File: src/rtl/led_pkg.sv
package led_pkg;

    localparam int unsigned NUM_SRC      = 8;
    localparam int unsigned STRETCH_BITS = 3;

    // status line positions
    localparam int unsigned SRC_RX   = 0;
    localparam int unsigned SRC_TX   = 1;
    localparam int unsigned SRC_COL  = 2;
    localparam int unsigned SRC_LINK = 3;
    localparam int unsigned SRC_FDX  = 4;
    localparam int unsigned SRC_WAKE = 5;
    localparam int unsigned SRC_FAST = 6;
    localparam int unsigned SRC_ADDR = 7;

    typedef struct packed {
        logic               invert;      // bit 9
        logic               stretch_on;  // bit 8
        logic [NUM_SRC-1:0] src_en;      // bits 7:0
    } pin_cfg_t;

    localparam int unsigned CFG_W = $bits(pin_cfg_t);

    function automatic pin_cfg_t reset_cfg(input int unsigned pin);
        pin_cfg_t c;
        c.invert     = 1'b0;
        c.stretch_on = 1'b1;
        c.src_en     = '0;
        case (pin)
            0:       c.src_en[SRC_LINK] = 1'b1;
            1:       c.src_en[SRC_RX]   = 1'b1;
            2:       c.src_en[SRC_TX]   = 1'b1;
            3:       c.src_en[SRC_FAST] = 1'b1;
            default: c.src_en[SRC_RX]   = 1'b1;
        endcase
        return c;
    endfunction

    function automatic logic any_hit(input logic [NUM_SRC-1:0] st,
                                     input logic [NUM_SRC-1:0] en);
        return |(st & en);
    endfunction

endpackage

File: src/rtl/led_tick_div.sv
module led_tick_div #(
    parameter int unsigned DIV = 1315789
) (
    input  logic clk,
    input  logic rst,
    output logic tick
);
    localparam int unsigned W = (DIV > 1) ? $clog2(DIV) : 1;
    localparam logic [W-1:0] LAST = W'(DIV - 1);

    logic [W-1:0] cnt;

    assign tick = (cnt == LAST);

    always_ff @(posedge clk) begin
        if (rst)       cnt <= '0;
        else if (tick) cnt <= '0;
        else           cnt <= cnt + 1'b1;
    end
endmodule

File: src/rtl/led_stretch.sv
module led_stretch #(
    parameter int unsigned DEPTH = led_pkg::STRETCH_BITS
) (
    input  logic clk,
    input  logic rst,
    input  logic tick,
    input  logic set,
    output logic held
);
    logic [DEPTH-1:0] sr;

    generate
        if (DEPTH > 1) begin : g_multi
            always_ff @(posedge clk) begin
                if (rst)       sr <= '0;
                else if (set)  sr <= '1;
                else if (tick) sr <= {sr[DEPTH-2:0], 1'b0};
            end
        end else begin : g_single
            always_ff @(posedge clk) begin
                if (rst)       sr <= '0;
                else if (set)  sr <= '1;
                else if (tick) sr <= '0;
            end
        end
    endgenerate

    assign held = |sr;
endmodule

File: src/rtl/led_pin_chan.sv
module led_pin_chan
    import led_pkg::*;
#(
    parameter int unsigned PIN = 0
) (
    input  logic               clk,
    input  logic               rst,
    input  logic               tick,
    input  logic [NUM_SRC-1:0] status,
    input  logic               wr_en,
    input  pin_cfg_t           wr_cfg,
    output pin_cfg_t           cfg_q,
    output logic               lit,
    output logic               pull_low
);
    logic evt;
    logic held;

    always_ff @(posedge clk) begin
        if (rst)        cfg_q <= reset_cfg(PIN);
        else if (wr_en) cfg_q <= wr_cfg;
    end

    assign evt = any_hit(status, cfg_q.src_en);

    led_stretch #(.DEPTH(STRETCH_BITS)) u_stretch (
        .clk  (clk),
        .rst  (rst),
        .tick (tick),
        .set  (evt),
        .held (held)
    );

    assign lit      = cfg_q.stretch_on ? (evt | held) : evt;
    assign pull_low = lit ^ cfg_q.invert;
endmodule

File: src/rtl/led_status_drive.sv
module led_status_drive
    import led_pkg::*;
#(
    parameter int unsigned NUM_PINS = 4,
    parameter int unsigned TICK_DIV = 1315789
) (
    input  logic                clk,
    input  logic                rst,
    input  logic [NUM_SRC-1:0]  status,
    input  logic [NUM_PINS-1:0] cfg_we,
    input  logic [CFG_W-1:0]    cfg_data,
    output logic [NUM_PINS-1:0] led_lit,
    output logic [NUM_PINS-1:0] led_pull_low
);
    logic                      tick;
    pin_cfg_t                  wr_cfg;
    pin_cfg_t [NUM_PINS-1:0]   cfg_q;

    assign wr_cfg = pin_cfg_t'(cfg_data);

    led_tick_div #(.DIV(TICK_DIV)) u_div (
        .clk  (clk),
        .rst  (rst),
        .tick (tick)
    );

    generate
        for (genvar p = 0; p < NUM_PINS; p++) begin : g_pin
            led_pin_chan #(.PIN(p)) u_chan (
                .clk      (clk),
                .rst      (rst),
                .tick     (tick),
                .status   (status),
                .wr_en    (cfg_we[p]),
                .wr_cfg   (wr_cfg),
                .cfg_q    (cfg_q[p]),
                .lit      (led_lit[p]),
                .pull_low (led_pull_low[p])
            );
        end
    endgenerate
endmodule

File: config.mk
export PLATFORM = sky130hd
export DESIGN_NAME = led_status_drive
export DESIGN_NICKNAME = d
export VERILOG_FILES = /design/src/rtl/led_pkg.sv /design/src/rtl/led_tick_div.sv /design/src/rtl/led_stretch.sv /design/src/rtl/led_pin_chan.sv /design/src/rtl/led_status_drive.sv
export SDC_FILE = /design/constraint.sdc
export NUM_CORES = 1
export LEC_CHECK = 0
export BUFFER_PORTS_ARGS = -buffer_cell sky130_fd_sc_hd__buf_2
export CAP_MARGIN = 5
export CORE_ASPECT_RATIO = 0.75
export CORE_MARGIN = 1
export CORE_UTILIZATION = 25
export DETAILED_ROUTE_END_ITERATION = 12
export GPL_TIMING_DRIVEN = 0
export PLACE_DENSITY = 0.41
export SETUP_SLACK_MARGIN = 0.4
export SLEW_MARGIN = 20
export SYNTH_ARGS = -nofsm -noshare
export SYNTH_HDL_FRONTEND = slang
export SYNTH_SLANG_ARGS = --single-unit
File: constraint.sdc
create_clock -name clk -period 1.9 [get_ports clk]
set_clock_uncertainty 0.05 [all_clocks]
set_input_delay 0.475 -clock clk [delete_from_list [all_inputs] [get_ports clk]]
set_output_delay 0.475 -clock clk [all_outputs]
set_load 0.1 [all_outputs]
# After elaboration in Yosys (flattened, before gate mapping)
# Index checks and enable logic that the tools add are counted.
dict set report word_totals {
  latch_bits 0
  input_bits 24
  mem_bits_rw 0
  memories 0
  output_inout_bits 8
  mem_bits_ro 0
  ff_bits 73
}
dict set report classes {
  n_reduce_logical 13
  n_lt_le_gt_ge 0
  n_mux 12
  n_addsub 1
  bitwise 12
  multipliers 0
  n_eq_ne 1
  div_mod_pow 0
  shifts 0
}
# op n
set ops {}
lappend ops {{8-bit AND} 4}
lappend ops {{8-bit OR reduction} 4}
lappend ops {{3-bit two-way mux} 8}
lappend ops {{21-bit by 1-bit adder with 21-bit output (second input constant)} 1}
lappend ops {{21-bit equality test (second input constant)} 1}
lappend ops {{3-bit OR reduction} 4}
lappend ops {{2-bit nonzero test} 4}
lappend ops {{1-bit two-way mux} 4}
lappend ops {{1-bit OR} 4}
lappend ops {{1-bit bitwise XOR} 4}
lappend ops {{2-bit OR reduction} 1}

# Depth between registers and ports, before layout
# Gate-level depths: netlist of the first run.
dict set report logic_depth {
  depth_word 5
  mapped_depth 8
  depth_no_buf 6
}

# Hierarchy
# From an unflattened synthesis of the first run, not the netlist that was laid out.
dict set report hier_totals {
  cells_unflattened 313
  hier_area_um2 3047.9
}
# module area_per_inst_um2 cells_per_inst seq_area_each_um2 n_inst
set modules_own_cells {}
lappend modules_own_cells {led_pin_chan 401.6 39 200.2 4}
lappend modules_own_cells {led_tick_div 996.0 113 420.4 1}
lappend modules_own_cells {led_stretch 111.4 11 60.1 4}

# Least setup slack after synthesis of the first run
# OpenSTA, ideal clock, no wires.
dict set report synth_timing {
  path_type {input to output}
  startpoint {input port status[0]}
  endpoint {output port led_pull_low[3]}
  path_stages 5
  t_required_ns 1.375
  arrival_time_ns 1.377
  path_buffers 1
  setup_slack_ns -0.002
  cell_sequence {a22oi_1 > and4_1 > nand2_1 > xor2_1 > buf_4}
}
dict set report synth_via {
  elab_chain_len 5
}
# element line_no
set synth_rtl {}
lappend synth_rtl {{start, declared} led_status_drive.sv:9} ;# input logic [NUM_SRC-1:0] status,
lappend synth_rtl {{8-bit AND (*)} led_pkg.sv:41} ;# return |(st & en);
lappend synth_rtl {{8-bit OR reduction (*)} led_pkg.sv:41}
lappend synth_rtl {{1-bit OR} led_pin_chan.sv:34} ;# assign lit = cfg_q.stretch_on ? (evt | held) : evt;
lappend synth_rtl {{1-bit two-way mux (*)} led_pin_chan.sv:34}
lappend synth_rtl {{via g_pin[3].u_chan.lit} led_pin_chan.sv:13} ;# output logic lit,
lappend synth_rtl {{1-bit bitwise XOR (*)} led_pin_chan.sv:35} ;# assign pull_low = lit ^ cfg_q.invert;
lappend synth_rtl {{end, declared} led_status_drive.sv:13} ;# output logic [NUM_PINS-1:0] led_pull_low
# Mark *: on every way through the listed nets, which the timed path passes. The rest lies on a longest branch.

# Worst setup path after layout of the first run
dict set report layout_timing {
  startpoint {input port status[3]}
  endpoint {output port led_pull_low[1]}
}
dict set report layout_via {
  elab_chain_len 5
}
# element line_no
set layout_rtl {}
lappend layout_rtl {{8-bit AND (*)} led_pkg.sv:41}
lappend layout_rtl {{8-bit OR reduction (*)} led_pkg.sv:41}
lappend layout_rtl {{1-bit OR} led_pin_chan.sv:34}
lappend layout_rtl {{1-bit two-way mux (*)} led_pin_chan.sv:34}
lappend layout_rtl {{via g_pin[1].u_chan.lit} led_pin_chan.sv:13}
lappend layout_rtl {{1-bit bitwise XOR (*)} led_pin_chan.sv:35}
# Marked as above.

==> impl_metrics.json, run 1 <==
{
  "ios": 32,
  "cts_sinks": 73,
  "worstHoldStart": "cfg_data[6]",
  "cts_root_buf": "clkbuf_16",
  "yosysTopAreaCell": "dfxtp_1",
  "die-area_um2": 13200,
  "period_needed_ps": 2270,
  "finalSetupViolations": 8,
  "fin_util_pct": 40.2,
  "finalCritPeriodShare_pct": 119,
  "cts_tree": "done",
  "place_ws_ps": -681,
  "gp_congestion": 0.726,
  "yosys-top-cells-area": "dfxtp_1 46%, mux2i_1 10%, nor2_1 5.4%, a22oi_1 3.8%, xor2_1 3.6%",
  "drt-initial-drc-count": 96,
  "final_layout_size_suffix_gt1_share_pct": 47.6,
  "antenna_found_initial": 0,
  "firstDrtPassIters": 4,
  "syn_area_per_cell_um2": 9.42,
  "power.leakage_nw": 1.91,
  "overflow": 0,
  "diodes": 0,
  "areaGrowthSynthToFinish_pct": 55.3,
  "syn_nets": 365,
  "num_rows": 35,
  "fmax_mhz": 441,
  "cts_buffers": 9,
  "finalWorstSetupSlack_ps": -367,
  "crit_fanout": 4,
  "rr_startpoint": "u_div.cnt[0]$_SDFF_PP0_",
  "start_kind": "input port",
  "synth_top_area_share_pct": 45.8,
  "synth-simple-area-share_pct": 18.5,
  "detailroute.via_count": 2800,
  "cts_max_level": 3,
  "min_to": "g_pin[3].u_chan.cfg_q[6]$_SDFFE_PP1P_",
  "r2r-end": "u_div.cnt[17]$_SDFF_PP0_",
  "avgRoutedWirePerCell_um": 16.4,
  "tightest_slew_ps": 841,
  "synthMuxAreaShare_pct": 10.0,
  "holdPathStages": 2,
  "drv_cap": 0,
  "clock_tree.buffer_depth": 2,
  "reg2regPathDepth": 9,
  "ff2ff_setup_slack_ps": 220,
  "synthesis.area_um2": 3190,
  "final_nets": 442,
  "hold_viol_final": 0,
  "synth_top_family_by_area": "simple AND/OR/NAND/NOR gates",
  "worstSetupPathType": "input port to output pin",
  "cp.required_ps": 1370,
  "vdd_ir_drop_max_mv": 0.419,
  "routed_via_density": 4.78,
  "dpl_cell_area_um2": 3770,
  "slew_headroom_pct": 43.9,
  "synth-seq-cells": 73,
  "power.density_nw_per_um2": 825,
  "finalInstanceArea_um2": 4960,
  "violations": "negative setup slack",
  "status": "finished with violations",
  "coreArea_um2": 12300,
  "critPathArrivalTime_ps": 1740,
  "seq_area_frac_synth_pct": 45.8,
  "grt_max_degree": 13,
  "grt_pass1_wl_um": 15100,
  "finalMaxSlewViolations": 0,
  "start_util_pct": 25.9,
  "critPathCaptureType": "output pin",
  "synth_xor_area_share_pct": 4.39,
  "worstSkewPairLatency_ps": 330,
  "route.detailed.drc": 0,
  "rsz0062_at_grt": "yes",
  "groute.usage.overall_pct": 15.1,
  "clk_pin_slew_worst_paths_ps": 60,
  "synth_cell_type_count": 37,
  "synth_compound_area_share_pct": 14.7,
  "hp-class": "input port to flip-flop",
  "die_h_um": 99.9,
  "io_buffers": 30,
  "die_w_um": 133,
  "syn_inst": 339,
  "wirelength_um": 9600,
  "synthAdderAreaFrac_pct": 0.783,
  "yosysWarnings": 0,
  "drtAntennaViolNets": 0,
  "dp_hpwl_um": 6510,
  "grt_pass1_vias": 2747
}
## power breakdown
group | internal, mW | switching, mW | total, mW
Clock | 0.906 | 0.644 | 1.55
Combinational | 0.388 | 0.467 | 0.855
Sequential | 1.62 | 0.0706 | 1.69
Total | 2.91 | 1.18 | 4.09
## final cells by class
cell class | instances | area [um^2]
Buffer | 28 | 249
Clock buffer | 10 | 239
Clock inverter | 5 | 32.5
Fill cell | 1229 | 7390
Inverter | 7 | 26.3
Multi-Input combinational cell | 231 | 2050
Sequential cell | 73 | 1500
Tap cell | 166 | 208
Timing Repair Buffer | 66 | 657
## cells by family (layout without fill, tap and decap cells)
group	count (synthesis)	after routing
AO/OA/AOI/OAI	71	71
multiplexers	32	32
buffers and inverters	35	116
XOR/XNOR	16	16
adder cells (fa/ha/maj)	2	2
flip-flops	73	73
AND/OR/NAND/NOR	110	110
## worst max-delay path, stage by stage
cell and delay (ps):
buf_2 150, a22oi_2 300, and4_4 290, nand2_4 80, xor2_2 170, buf_6 120
buf_12 150
## routing by layer
| layer | wire length, um | GRT usage (%) | up-vias |
|---|---|---|---|
| met2 | 4010 | 21.6 | 57 |
| met5 | 0 | 0 | - |
| li1 | - | - | 1387 |
| met4 | 66 | 4.24 | 0 |
| met3 | 428 | 3.23 | 5 |
| met1 | 5090 | 22.5 | 1351 |
## synthesized netlist by cell type (all sizes together)
cell and count:
xor2 13, o31ai 8, and3 1, or3 4, o21ai 11, a21oi 15
nor2b 8, a22oi 16, nor4bb 2, nand3 8, inv 7, a31oi 8
nor2 46, xnor2 3, or2 1, a21o 1, a211o 8, and2 1
clkbuf 9, nand4 14, mux2i 32, or4 4, ha 2, o22ai 4
nand2 9, and4 8, buf 19, nor3 1, dfxtp 73, nor4 3
## how the worst max path moves through the flow
| stage | endpoint | cells after the start | from |
|---|---|---|---|
| global placement | led_pull_low[1] | 7 | status[3] |
| detailed placement | led_pull_low[1] | 7 | status[3] |
| finish | led_pull_low[1] | 7 | status[3] |
| CTS | led_pull_low[1] | 6 | g_pin[1].u_chan.cfg_q[3]$_SDFFE_PP0P_ |
| floorplan | led_pull_low[2] | 5 | status[3] |
| global route | led_pull_low[1] | 6 | g_pin[1].u_chan.cfg_q[1]$_SDFFE_PP0P_ |
## state kept, by name, summed over array words and instances (netlist names)
signal	flops
g_pin.u_chan.cfg_q	40
g_pin.u_chan.u_stretch.sr	12
u_div.cnt	21
## cells in the final DEF, fill, tap and decap left out, types with 5 or more instances in the layout
cell and n:
a211o_1 8, a21oi_1 5, a21oi_2 10, a22oi_2 16, a31oi_4 6, buf_12 14, buf_2 22, buf_4 24
buf_6 19, clkbuf_1 7, clkbuf_16 9, dfxtp_1 54, dfxtp_2 14, dfxtp_4 5, inv_1 5, mux2i_1 32
nand2_4 5, nand3_1 7, nand4_1 13, nor2_1 32, nor2_4 13, nor2b_1 8, o21ai_0 11, o31ai_1 8
xor2_1 10
## timing repair
item	CTS	global route
resized for setup	77	64
hold buffers	0	0
pin swaps	40	14
setup buffers	22	12
cloned	2	0
setup endpoints to repair	41	54
## through the flow
step,std cells,power (mW),TNS [ps],hold slack [ps]
after floorplan,339,2.15,0,373
after global placement,535,2.30,-3670,396
after detailed placement,535,2.31,-3740,404
after CTS,574,4.03,-2410,337
after global routing,586,4.26,-2710,338
final,586,4.09,-2340,347
Power figures use the tool's default switching activity.
==> run 2: changes to the inputs <==
- CORE_ASPECT_RATIO: 0.75 -> default
==> impl_metrics.json, run 2 (synthesis results as in run 1) <==
{
  "worstSkewPairLatency_ps": 340,
  "critical_path.top_delay_family": "simple AND/OR/NAND/NOR gates",
  "wirelength_um": 9200,
  "critPathArrivalTime_ps": 1710,
  "finalSetupViolations": 8,
  "timing.hold.ws_ps": 339,
  "hold_buffers": 0,
  "power.leakage_nw": 1.92,
  "largest_reg_flops": 40,
  "fmax_mhz": 448,
  "detailroute.via_count": 2751,
  "firstDrtPassIters": 4,
  "ios": 32,
  "power.density_nw_per_um2": 867,
  "hp-class": "input port to flip-flop",
  "finalMaxSlewViolations": 0,
  "cts_buffers": 9,
  "place_ws_ps": -619,
  "die-area_um2": 13200,
  "cp_num_buf_inv": 2,
  "io_buffers": 30,
  "cts_tree": "done",
  "total_power_mw": 4.27,
  "groute.usage.overall_pct": 14.6,
  "period_needed_ps": 2230,
  "biggestRegsByFlops": "g_pin.u_chan.cfg_q (40), u_div.cnt (21), g_pin.u_chan.u_stretch.sr (12)",
  "cts_sinks": 73,
  "grt_pass1_vias": 2606,
  "routed_via_density": 4.74,
  "grt_max_degree": 12,
  "areaGrowthSynthToFinish_pct": 54.1,
  "avgRoutedWirePerCell_um": 15.9,
  "grt_pass1_wl_um": 14200,
  "cts_root_buf": "clkbuf_16",
  "final_nets": 434,
  "dp_hpwl_um": 6080,
  "stdcell_count": 580,
  "critPathSlowestCell": "dfxtp_2",
  "gp_congestion": 0.683,
  "die_w_um": 115,
  "worstSetupPathType": "flip-flop to output pin",
  "final_cell_mix": "51 x dfxtp_1, 35 x nor2_1, 32 x mux2i_1, 22 x buf_6, 21 x buf_2",
  "crit_fanout": 2,
  "start_kind": "flip-flop",
  "finalInstanceArea_um2": 4920,
  "dp_cells": 537,
  "die_h_um": 115,
  "antenna_found_initial": 0,
  "largest-register": "g_pin.u_chan.cfg_q",
  "vdd_ir_drop_max_mv": 0.341,
  "cts_max_level": 3,
  "fin_util_pct": 40.3,
  "finalWorstSetupSlack_ps": -333,
  "fillers": 1224,
  "num_rows": 40,
  "coreArea_um2": 12200,
  "slew_headroom_pct": 45.1,
  "final_common_cell": "dfxtp_1",
  "clock_tree.buffer_depth": 2,
  "dpl_cell_area_um2": 3770,
  "drv_cap": 0,
  "clk_pin_slew_worst_paths_ps": 60,
  "hold_viol_final": 0,
  "tightest_slew_ps": 823,
  "diodes": 0,
  "overflow": 0,
  "cp.required_ps": 1370,
  "path_cells": "a22oi_2 -> and4_4 -> nand2_4 -> xor2_2 -> buf_6 -> buf_12",
  "violations": "negative setup slack",
  "start_util_pct": 26.2,
  "status": "finished with violations",
  "fin_setup_tns_ps": -2240,
  "max_stage_delay_ps": 320,
  "critPathCaptureType": "output pin",
  "finalCritPeriodShare_pct": 118,
  "ff2ff_setup_slack_ps": 190,
  "rsz0062_at_grt": "yes",
  "drtAntennaViolNets": 0,
  "route.detailed.drc": 0,
  "drt-initial-drc-count": 95,
  "final_layout_size_suffix_gt1_share_pct": 46.8
}
-- run 2: timing repair --
action	4_1_cts	5_1_grt
pin swaps	39	15
cloned	1	1
buffers inserted	16	10
resized for setup	77	67
endpoints found under the setup margin	41	49
-- run 2: worst register-to-register path, stage by stage (launching register included) --
cell and delay (ps):
dfxtp_2 330, inv_2 60, ha_4 120, nor4bb_4 190, and4_1 230, buf_6 110
a21o_4 190, buf_12 140, clkbuf_16 160, nor2_1 40
-- run 2: power by group --
part	internal, mW	switching, mW
Combinational	0.391	0.468
Sequential	1.62	0.0691
Clock	1.08	0.647
Total	3.08	1.18
-- run 2: layer usage --
layer,GRT usage (%),vias up,part of all wire [%]
li1,-,1364,-
met1,19.7,1338,49
met2,22.2,33,46
met3,2.79,16,2.4
met4,7.01,0,2.2
met5,0,-,0
-- run 2: final timing paths --
kind | from | end | cells past startpoint
worst max register to register | u_div.cnt[0]$_SDFF_PP0_ | u_div.cnt[0]$_SDFF_PP0_ | 9
worst max-delay path | g_pin[2].u_chan.cfg_q[2]$_SDFFE_PP0P_ | led_pull_low[2] | 6
worst min register to register | u_div.cnt[0]$_SDFF_PP0_ | u_div.cnt[0]$_SDFF_PP0_ | 1
worst min-delay path | cfg_data[3] | g_pin[0].u_chan.cfg_q[3]$_SDFFE_PP1P_ | 2
-- run 2: cell type report --
class	count	area (um^2)	share of cell area, %
Clock buffer	12	256	5.21
Multi-Input combinational cell	231	2060	41.8
Timing Repair Buffer	58	596	12.1
Inverter	7	26.3	0.534
Clock inverter	3	40.0	0.813
Sequential cell	73	1500	30.4
Buffer	28	240	4.88
Tap cell	168	210	4.27
